[src/rtl/bitlane_pkg.sv]
package bitlane_pkg;

  // Operation code as seen on the secondary opcode field.
  typedef enum logic [1:0] {
    BL_INTERLEAVE   = 2'b00,
    BL_DEINTERLEAVE = 2'b01,
    BL_LANE_PARITY  = 2'b10,
    BL_UNUSED       = 2'b11
  } bl_op_e;

  // Mask of the lane-floor bit positions for a given word and lane width.
  function automatic logic [63:0] lane_floor_mask(input int word_w, input int lane_w);
    logic [63:0] m;
    m = '0;
    for (int l = 0; l < word_w / lane_w; l++) begin
      m[l * lane_w] = 1'b1;
    end
    return m;
  endfunction

endpackage

[src/rtl/bl_weave.sv]
// Interleave: odd result bits from src_a, even result bits from src_b.
module bl_weave #(
  parameter int DATA_W = 32
) (
  input  logic [DATA_W-1:0] odd_src,
  input  logic [DATA_W-1:0] even_src,
  output logic [DATA_W-1:0] woven
);
  localparam int HALF_W = DATA_W / 2;

  for (genvar i = 0; i < HALF_W; i++) begin : g_pair
    assign woven[2*i+1] = odd_src[i];
    assign woven[2*i]   = even_src[i];
  end

endmodule

[src/rtl/bl_unweave.sv]
// Deinterleave: even positions to the low word, odd positions to the high word.
module bl_unweave #(
  parameter int DATA_W = 32
) (
  input  logic [DATA_W-1:0] word_in,
  output logic [DATA_W-1:0] even_out,
  output logic [DATA_W-1:0] odd_out
);
  localparam int HALF_W = DATA_W / 2;

  for (genvar k = 0; k < HALF_W; k++) begin : g_bit
    assign even_out[k] = word_in[2*k];
    assign odd_out[k]  = word_in[2*k+1];
  end
  assign even_out[DATA_W-1:HALF_W] = '0;
  assign odd_out[DATA_W-1:HALF_W]  = '0;

endmodule

[src/rtl/bl_lane_parity.sv]
// Per-lane XOR reduction, result at the lowest bit of each lane.
module bl_lane_parity #(
  parameter int DATA_W = 32,
  parameter int LANE_W = 8
) (
  input  logic [DATA_W-1:0] word_in,
  output logic [DATA_W-1:0] par_out
);
  localparam int LANES = DATA_W / LANE_W;

  for (genvar l = 0; l < LANES; l++) begin : g_lane
    assign par_out[l*LANE_W] = ^word_in[l*LANE_W +: LANE_W];
    if (LANE_W > 1) begin : g_pad
      assign par_out[l*LANE_W+1 +: LANE_W-1] = '0;
    end
  end

endmodule

[src/rtl/bitlane_unit.sv]
module bitlane_unit
  import bitlane_pkg::*;
#(
  parameter int DATA_W = 32,
  parameter int LANE_W = 8
) (
  input  logic              clk,
  input  logic              rst_n,
  input  logic              start,
  input  logic [1:0]        op,
  input  logic [DATA_W-1:0] src_a,
  input  logic [DATA_W-1:0] src_b,
  output logic              valid,
  output logic [DATA_W-1:0] res_lo,
  output logic [DATA_W-1:0] res_hi,
  output logic              hi_wr
);

  // Named internal events for the checker.
  logic              cap_fire;
  bl_op_e            op_q;
  bl_op_e            op_sel;

  logic [DATA_W-1:0] woven_w;
  logic [DATA_W-1:0] even_w;
  logic [DATA_W-1:0] odd_w;
  logic [DATA_W-1:0] par_w;

  logic [DATA_W-1:0] nxt_lo;
  logic [DATA_W-1:0] nxt_hi;
  logic              nxt_wr;

  assign cap_fire = start;
  assign op_sel   = bl_op_e'(op);

  bl_weave #(.DATA_W(DATA_W)) u_weave (
    .odd_src  (src_a),
    .even_src (src_b),
    .woven    (woven_w)
  );

  bl_unweave #(.DATA_W(DATA_W)) u_unweave (
    .word_in  (src_a),
    .even_out (even_w),
    .odd_out  (odd_w)
  );

  bl_lane_parity #(.DATA_W(DATA_W), .LANE_W(LANE_W)) u_parity (
    .word_in (src_a),
    .par_out (par_w)
  );

  always_comb begin
    nxt_lo = '0;
    nxt_hi = '0;
    nxt_wr = 1'b0;
    unique case (op_sel)
      BL_INTERLEAVE:   nxt_lo = woven_w;
      BL_DEINTERLEAVE: begin
        nxt_lo = even_w;
        nxt_hi = odd_w;
        nxt_wr = 1'b1;
      end
      BL_LANE_PARITY:  nxt_lo = par_w;
      default: begin
        nxt_lo = '0;
      end
    endcase
  end

  always_ff @(posedge clk) begin
    if (!rst_n) begin
      valid  <= 1'b0;
      res_lo <= '0;
      res_hi <= '0;
      hi_wr  <= 1'b0;
      op_q   <= BL_INTERLEAVE;
    end else begin
      valid <= cap_fire;
      if (cap_fire) begin
        res_lo <= nxt_lo;
        res_hi <= nxt_hi;
        hi_wr  <= nxt_wr;
        op_q   <= op_sel;
      end
    end
  end

endmodule

[config.mk]
export PLATFORM = sky130hd
export DESIGN_NAME = bitlane_unit
export DESIGN_NICKNAME = d
export VERILOG_FILES = /design/src/rtl/bitlane_pkg.sv /design/src/rtl/bl_weave.sv /design/src/rtl/bl_unweave.sv /design/src/rtl/bl_lane_parity.sv /design/src/rtl/bitlane_unit.sv
export SDC_FILE = /design/constraint.sdc
export NUM_CORES = 1
export LEC_CHECK = 0
export BUFFER_PORTS_ARGS = -buffer_cell sky130_fd_sc_hd__buf_2
export CORE_UTILIZATION = 45
export DETAILED_ROUTE_END_ITERATION = 6
export GPL_TIMING_DRIVEN = 0
export PLACE_DENSITY = 0.8
export SETUP_SLACK_MARGIN = 0.5
export SYNTH_ARGS = -nofsm -noshare
export SYNTH_HDL_FRONTEND = slang
export SYNTH_SLANG_ARGS = --single-unit
export TNS_END_PERCENT = 1
[constraint.sdc]
create_clock -name clk -period 1.4 [get_ports clk]
set_clock_uncertainty 0.1 [all_clocks]
set_input_delay 0.21 -clock clk [delete_from_list [all_inputs] [get_ports clk]]
set_output_delay 0.21 -clock clk [all_outputs]
set_load 0.05 [all_outputs]
==> results of run 1 <==
stage by stage:
step	power (mW)	std cells	area, um2
floorplan	2.18	297	2730
global placement	2.40	470	3320
detailed placement	2.41	470	3320
CTS	3.48	478	3760
global route	3.62	478	3770
finish	3.47	478	3770
worst max-delay path by stage:
stage                     startpoint          to  slack, ns  depth (start not counted)
after floorplan                op[0]  res_lo[10]       0.32                          5
after global placement         rst_n  res_lo[11]       0.02                          4
after detailed placement       rst_n  res_lo[11]      0.006                          4
after CTS                  res_hi[1]   res_hi[1]       0.27                          1
after global routing      res_hi[10]  res_hi[10]       0.24                          1
final                     res_hi[10]  res_hi[10]       0.27                          1
power groups by stage:
stage | Combinational (mW) | Sequential, mW | Clock [mW]
floorplan | 0.474 | 1.71 | 0
global placement | 0.867 | 1.53 | 0
detailed placement | 0.878 | 1.53 | 0
CTS | 0.940 | 1.52 | 1.03
global route | 1.00 | 1.52 | 1.09
finish | 0.942 | 1.52 | 1.01
registers in the layout, summed over array words and instances, names as in the netlist:
register	count
res_lo	32
valid	1
res_hi	16
hi_wr	1
cell type report:
| class | instances | area share |
|---|---|---|
| multi-input combinational | 198 | 0.366 |
| sequential | 50 | 0.282 |
| timing repair buffer | 101 | 0.218 |
| buffer | 32 | 0.0647 |
| tap | 72 | 0.0239 |
| clock buffer | 5 | 0.0182 |
| inverter | 17 | 0.0169 |
| clock inverter | 3 | 0.0106 |
cells in the mapped netlist, types with 2 or more instances:
master,instances
clkinv_1,11
xnor2_1,20
a21oi_2,9
o22ai_1,14
nor2_8,2
and2b_1,5
buf_2,2
xor2_1,8
o2bb2ai_1,2
dfxtp_1,50
inv_1,5
o21ai_1,2
and2_1,15
buf_4,19
a21oi_1,21
nor2b_2,9
nor2b_1,48
buf_6,2
o221ai_1,2
nand2_1,2
clkbuf_1,8
mux2i_1,16
nand3_1,3
per-layer routing:
| metal | GRT usage | share of wire | vias to the layer above |
|---|---|---|---|
| li1 | - | - | 1123 |
| met1 | 0.292 | 0.43 | 1049 |
| met2 | 0.405 | 0.50 | 79 |
| met3 | 0.0419 | 0.047 | 11 |
| met4 | 0.0741 | 0.019 | 0 |
| met5 | 0 | 0 | - |
cells by family after synthesis:
| kind of cell | count (synthesis) | share of synthesized area |
|---|---|---|
| xor+xnor | 28 | 0.0940 |
| buf+inv | 49 | 0.109 |
| other cells | 1 | 0.00144 |
| mux | 16 | 0.0614 |
| flops | 50 | 0.384 |
| compound gates | 51 | 0.124 |
| simple gates | 87 | 0.226 |
==> impl_results.md, run 1 <==
- Final Hold Violating Endpoints: 0
- Chip Width: 78.1 um
- Max Cap Viol: 0
- Core area: 5540 um2
- Dpl ws: 0.00597 ns
- Num rows: 27
- Clock Power Share: 0.291
- Setup_tns: 0 ns
- Most frequent cells in the layout: buf_2 (52), buf_6 (51), dfxtp_2 (49)
- P&R area growth vs syn: 44.6%
- Critical path arrival: 0.82 ns
- Int Pwr: 2.39 mW
- Worst skew pair latency: 0.30 ns
- Grt ovf: 0
- Min-delay worst type: in -> reg
- Synthesized instance count: 282
- Vias in the first global route: 2,297
- Area contributors post-synth: dfxtp_1 (38%), nor2b_1 (12%), xnor2_1 (6.7%), mux2i_1 (6.1%), buf_4 (5.5%)
- Routability Congestion: 0.878
- Yosys warns: 0
- ANT nets after route: 0
- CP startpoint kind: register
- N_diodes: 0
- Max VDD drop: 539 uV
- Most common cell after layout, fill and taps aside: buf_2
- Initial antenna violation count: 0
- CTS root buffer: clkbuf_8
- Multi-input gate area: 1380 um2
- Vias per std cell: 4.73
- Layout net count: 474
- Seq pwr share: 0.437
- PD cells: 920 nW/um2
- Sequential fraction of the synthesis area: 0.384
- Crit path capture type: output port
- All-Layer GR Usage: 0.234
- Async SR Flop Fraction: 0
- Synth cell types: 30
- Worst Hold Depth: 3
- Average wire per standard cell: 14.3 um
- Max incr delay on CP: 0.36 ns
- Req. time, crit path: 1.09 ns
- R2R Path End: res_hi[7]
- Layout cell share with drive strength beyond 1: 0.502
- RSZ-0062 raised after global routing: true
- Post-synth top area share: 0.384
- Synth Cell Area: 2610 um2
- Switching Fraction: 0.311
- Post-synth top area cell: dfxtp_1
- Clock buffer depth: 2
- Post-synth EDFFs: 0
- Initial Util: 0.471
- Worst slew pin tran: 0.526 ns
- Residual DRC: 0
- Clk sinks: 50
- FMAX: 0.885 GHz
- Number of DRC markers in iteration 0: 100
- Net Switching: 1.08 mW
- Smallest hold slack: 0.0550 ns
- Cells along the critical path: buf_8
- DRT Pass-1 Iters: 4
- Logic pwr share: 0.272
- Setup-failing EPs final: 0
- Finished Core Util: 0.681
- Leak pwr: 1.68 nW
- CP Buf/Inv Count: 1
- Post-CTS Setup Bufs: 0
- Ys flop type: dfxtp_1
- Full die area: 6110 um2
- CP Class: reg -> out
- Flop2flop setup slack: 0.50 ns
- Die Span Y: 78.1 um
- Final setup margin: 0.270 ns
- H-tree Lvls: 2
- Crit-path max FO: 2
- Layout fillers: 462
- First-pass GRT wire length: 11,200 um
- Clock transition at path regs: 0.09 ns
- Overall routed net length: 6840 um
- Max-slew violations: 0
- Path depth of the worst reg2reg path: 3
- FF+latch count, synth: 50
- Top Family by Delay on Critical Path: flip-flops
- Number of hold buffers added after CTS: 0
- Largest net degree at the start of global routing: 16
- HPWL after DPL: 5000 um
- Mean Syn Cell Area: 9.25 um2
- Fin crit period: 1.13 ns
- CTS tree: yes
- Sequential Area: 1060 um2
- Hold Startpoint: src_b[13]
- TritonCTS buffer count: 5
- Final cycle utilization of the critical path: 0.807
- Worst rel slew slack: 0.649
- Post_cts resized: 118
- Hold endpoint: res_lo[26]
- # port buffers: 101
- Reg2Reg Launch Point: res_hi[7]
- Slowest-stage cell, CP: dfxtp_2
- Vias post-DR: 2,262
- I/O Pins: 135
- Status: finished, final reports clean
Power figures use the tool's default switching activity.
==> run 2, diff against run 1 <==
==> constraint.sdc (replaced) <==
create_clock -name clk -period 1.1 [get_ports clk]
set_clock_uncertainty 0.1 [all_clocks]
set_input_delay 0.165 -clock clk [delete_from_list [all_inputs] [get_ports clk]]
set_output_delay 0.165 -clock clk [all_outputs]
set_load 0.05 [all_outputs]
==> run 2 against run 1 <==
Effect of this change:
- non-clock buffer count is 1 higher
- flip-flop and latch count is the same
- count of clock-buffer cells in the layout is 2 higher
- critical endpoint is now res_lo[11]
- sequential power rose by 28%
- largest cell class unchanged
- via count is 5.9% higher
- worst hold slack worse by 0.047 ns
- critical path depth stayed put
- wire length is 11% higher
==> impl_results.md, run 2 (synthesis results as in run 1) <==
- M3 GR Usage: 0.0488
- Leak pwr: 1.84 nW
- H-tree Lvls: 2
- Top Family by Delay on Critical Path: flip-flops
- Layout net count: 475
- TritonCTS buffer count: 5
- Req. time, crit path: 0.83 ns
- Slowest-stage cell, CP: dfxtp_2
- Initial Util: 0.471
- Initial antenna violation count: 0
- HPWL after DPL: 4910 um
- Max VDD drop: 857 uV
- Chip Width: 78.1 um
- CP startpoint kind: register
- CTS root buffer: clkbuf_8
- FMAX: 0.916 GHz
- Setup_tns: 0 ns
- Path depth of the worst reg2reg path: 4
- Fin crit period: 1.09 ns
- Smallest hold slack: 0.00796 ns
- Max Cap Viol: 0
- Full die area: 6110 um2
- Final cycle utilization of the critical path: 0.993
- Cells along the critical path: buf_8
- Critical path arrival: 0.83 ns
- # port buffers: 101
- Max incr delay on CP: 0.37 ns
- Routing usage on met1: 0.289
- Average wire per standard cell: 15.8 um
- Sequential Area: 1060 um2
- Top reg by flops: res_lo
- Residual DRC: 0
- Grt ovf: 0
- Cell depth of the worst setup path: 1
- Global route hottest layer: met2
- Worst skew pair latency: 0.30 ns
- Largest net degree at the start of global routing: 15
- P&R area growth vs syn: 64.7%
- Vias post-DR: 2,396
- Number of DRC markers in iteration 0: 87
- Number of hold buffers added after CTS: 0
- CP Buf/Inv Count: 1
- Largest regs: res_lo x32, res_hi x16
- ANT nets after route: 0
- Max-slew violations: 0
- Final Hold Violating Endpoints: 0
- All-Layer GR Usage: 0.226
- Clock transition at path regs: 0.09 ns
- PD cells: 1030 nW/um2
- Met2 usage: 0.380
- I/O Pins: 135
- Die Span Y: 78.1 um
- Max reg flops: 32
- Multi-input gate area: 1660 um2
- Layout cell share with drive strength beyond 1: 0.636
- Status: finished, final reports clean
- RSZ-0062 raised after global routing: true
- Dpl ws: -0.229 ns
- CP Class: reg -> out
- Flop2flop setup slack: 0.15 ns
- Most common cell after layout, fill and taps aside: buf_8
- Vias per std cell: 5.00
- Core area: 5540 um2
- N_diodes: 0
- Setup-failing EPs final: 0
- Overall routed net length: 7590 um
- First-pass GRT wire length: 10,700 um
- Worst Hold Depth: 3
- Routability Congestion: 0.817
- Final setup margin: 0.00802 ns
- Clock buffer depth: 2
- Crit path capture type: output port
- CTS tree: yes
- Crit-path max FO: 2
- Min-delay worst type: in -> reg
- Vias in the first global route: 2,188
- Layout fillers: 357
- Clk sinks: 50
- Num rows: 27
- DRT Pass-1 Iters: 4
- Most frequent cells in the layout: buf_8 (51), dfxtp_2 (50), buf_2 (47)
[run 2: worst register-to-register path, stage by stage (launching register included)]
cell and delay, ns:
dfxtp_2 0.36, buf_4 0.11, clkinv_1 0.05, o22ai_1 0.14
and2_1 0.14
[run 2: layout make-up]
| class | count | share of cell area |
|---|---|---|
| plain buffers | 32 | 0.0684 |
| clock buffers | 7 | 0.0201 |
| clock inverters | 1 | 0.00116 |
| inverters | 17 | 0.0149 |
| multi-input cells | 198 | 0.387 |
| flip-flops and latches | 50 | 0.248 |
| well taps | 72 | 0.0210 |
| repair buffers | 102 | 0.240 |
[run 2: where the power goes]
group          leakage [nW]  internal (mW)  switching [mW]
Clock                0.0482          0.508           0.599
Sequential            0.430           1.89          0.0618
Combinational          1.36          0.604           0.780
Total                  1.84           3.00            1.44
[run 2: through the flow]
stage               std cells  power, mW   util  cell area (um2)
finish                    479       4.44  0.776             4300
floorplan                 297       2.78      -             2750
CTS                       478       4.23  0.673             3730
global route              479       4.61  0.776             4300
detailed placement        470       3.07  0.603             3340
global placement          470       3.06  0.603             3340
[run 2: what timing repair did]
item / in CTS / in global routing
pin swaps: 0 / 50
resized for setup: 96 / 151
setup endpoints to repair: 99 / 99
setup buffers: 0 / 1
gates cloned: 0 / 0
[run 2: layer usage]
metal,wire length [um],up-vias
met5,0,-
met4,153,0
met3,490,14
met2,3830,87
met1,3120,1169
li1,-,1126
[run 2: final timing paths]
check,from,endpoint
worst max register to register,res_lo[3],res_lo[3]
worst min register to register,res_lo[0],res_lo[0]
worst max-delay path,res_lo[11],res_lo[11]
worst min-delay path,src_b[10],res_lo[20]
==> run 3, diff against run 2 <==
--- a/config.mk
+++ b/config.mk
@@ -6,6 +6,7 @@
 export NUM_CORES = 1
 export LEC_CHECK = 0
 export BUFFER_PORTS_ARGS = -buffer_cell sky130_fd_sc_hd__buf_2
+export CORE_MARGIN = 2
 export CORE_UTILIZATION = 45
 export DETAILED_ROUTE_END_ITERATION = 6
 export GPL_TIMING_DRIVEN = 0
==> run 3 against run 2 <==
Effect of this change:
- core utilization down 0.52 points
- design area down 0.67%
- count of clock-buffer cells in the layout is 1 lower
- fmax is 0.43% higher
- cell count rose by 0.21%
- worst setup slack gained 0.0047 ns
- non-clock buffer count increased by 1
- first-iteration DRC count is 23% higher
- clock power is 25% higher
- sequential share of layout area rose by 0.17 points
- critical endpoint is now res_lo[7]
==> impl_results.md, run 3 (synthesis results as in run 1) <==
- Layout net count: 476
- Switching Fraction: 0.313
- Max VDD drop: 673 uV
- Initial antenna violation count: 0
- Int Pwr: 3.23 mW
- Largest regs: res_lo x32, res_hi x16
- Final cycle utilization of the critical path: 0.988
- Die Span Y: 80.1 um
- Path depth of the worst reg2reg path: 3
- FMAX: 0.920 GHz
- Min-delay worst type: in -> reg
- Slowest-stage cell, CP: dfxtp_2
- Chip Width: 80.1 um
- Full die area: 6420 um2
- Reg2Reg Launch Point: res_hi[13]
- Average wire per standard cell: 16.0 um
- HPWL after DPL: 5170 um
- CP Class: reg -> out
- Seq pwr share: 0.413
- Max incr delay on CP: 0.36 ns
- Critical path arrival: 0.82 ns
- Placed insts: 470
- Req. time, crit path: 0.83 ns
- Grt ovf: 0
- Crit-path max FO: 2
- R2R Path End: res_hi[13]
- Vias in the first global route: 2,252
- Max Cap Viol: 0
- Routability Congestion: 0.816
- H-tree Lvls: 2
- Worst slew pin tran: 0.505 ns
- Fin crit period: 1.09 ns
- Status: finished, final reports clean
- RSZ-0062 raised after global routing: true
- Global route hottest layer: met2
- CP startpoint kind: register
- Top Family by Delay on Critical Path: flip-flops
- Hold Startpoint: src_b[13]
- Clock buffer depth: 2
- Net Switching: 1.47 mW
- Clk sinks: 50
- Max reg flops: 32
- Number of DRC markers in iteration 0: 107
- Initial Util: 0.471
- Layout cell share with drive strength beyond 1: 0.593
- DRT Pass-1 Iters: 4
- I/O Pins: 135
- Core area: 5540 um2
- Worst rel slew slack: 0.664
- Layout fillers: 366
- Top reg by flops: res_lo
- Largest net degree at the start of global routing: 17
- Routing usage on met1: 0.273
- Cells along the critical path: buf_8
- ANT nets after route: 0
- Non-Filler Instances: 480
- Leak pwr: 1.85 nW
- First-pass GRT wire length: 11,000 um
- Crit path launch: res_lo[7]
- CP Buf/Inv Count: 1
- # port buffers: 101
- Setup_tns: 0 ns
- Flop2flop setup slack: 0.16 ns
- Smallest hold slack: 0.00934 ns
- P&R area growth vs syn: 63.6%
- Max-slew violations: 0
- CTS tree: yes
- CTS root buffer: clkbuf_8
- Met2 usage: 0.387
- Clock Power Share: 0.296
- Logic pwr share: 0.291
- N_diodes: 0
- Crit path capture type: output port
- All-Layer GR Usage: 0.224
- Final Hold Violating Endpoints: 0
- Vias per std cell: 4.81
- Setup-failing EPs final: 0
- Worst skew pair latency: 0.30 ns
- Most frequent cells in the layout: dfxtp_2 (50), buf_8 (50), buf_2 (47)
- Vias post-DR: 2,309
- Overall routed net length: 7660 um
- Worst Hold Depth: 3
- M3 GR Usage: 0.0461
- Num rows: 27
- TritonCTS buffer count: 5
- Clock transition at path regs: 0.10 ns
- Residual DRC: 0
- CP endpoint: res_lo[7]
- Cell depth of the worst setup path: 1
- PD cells: 1100 nW/um2
[run 3: cell count changes in the layout (fill, tap and decap cells not counted), moves of 3 or more]
cell and delta:
clkinv_1 +5, inv_2 -6, a21oi_1 +3, nor2b_4 -4, o22ai_1 +3, a21oi_2 -3, o22ai_2 -3, nor2b_1 +3
[run 3: per-stage QoR]
stage          total power [mW]  setup slack, ns  cell area, um2  utilization
3_3_place_gp               3.06           -0.218            3340        0.603
3_5_place_dp               3.07           -0.217            3340        0.603
4_1_cts                    4.52           0.0172            3800        0.687
6_report                   4.71           0.0127            4270        0.770
5_1_grt                    4.87          -0.0189            4270        0.770
2_1_floorplan              2.78           0.0671            2750            -
[run 3: area by class of cell]
type | count | area, um2 | area share
clock inverter | 2 | 38.8 | 0.00909
tap | 72 | 90.1 | 0.0211
inverter | 17 | 63.8 | 0.0150
buffer | 32 | 303 | 0.0709
timing repair buffer | 103 | 1030 | 0.242
multi-input combinational | 198 | 1590 | 0.373
clock buffer | 6 | 82.6 | 0.0193
sequential | 50 | 1060 | 0.249
[run 3: worst min-delay path by stage]
stage                 endpoint  slack (ns)
floorplan           res_hi[10]        0.22
global placement    res_lo[22]        0.31
detailed placement  res_lo[22]        0.32
CTS                 res_lo[22]      -0.002
global route        res_lo[20]        0.03
finish              res_lo[26]       0.009
[run 3: metal layers]
| metal | wire (um) | share of wire |
|---|---|---|
| met1 | 3180 | 0.42 |
| met2 | 3890 | 0.51 |
| met3 | 406 | 0.053 |
| met4 | 182 | 0.024 |
| met5 | 0 | 0 |
[run 3: power by group through the flow]
stage | logic [mW] | clock network, mW | registers [mW]
2_1_floorplan | 0.603 | 0 | 2.18
6_report | 1.37 | 1.39 | 1.94
5_1_grt | 1.44 | 1.49 | 1.95
3_5_place_dp | 1.12 | 0 | 1.95
4_1_cts | 1.21 | 1.38 | 1.93
3_3_place_gp | 1.11 | 0 | 1.95
[run 3: repair_timing]
action,4_1_cts,5_1_grt
setup buffers,2,0
endpoints found under the setup margin,99,99
gates resized for setup,105,116
hold endpoints to repair,1,0
pin swaps,0,38
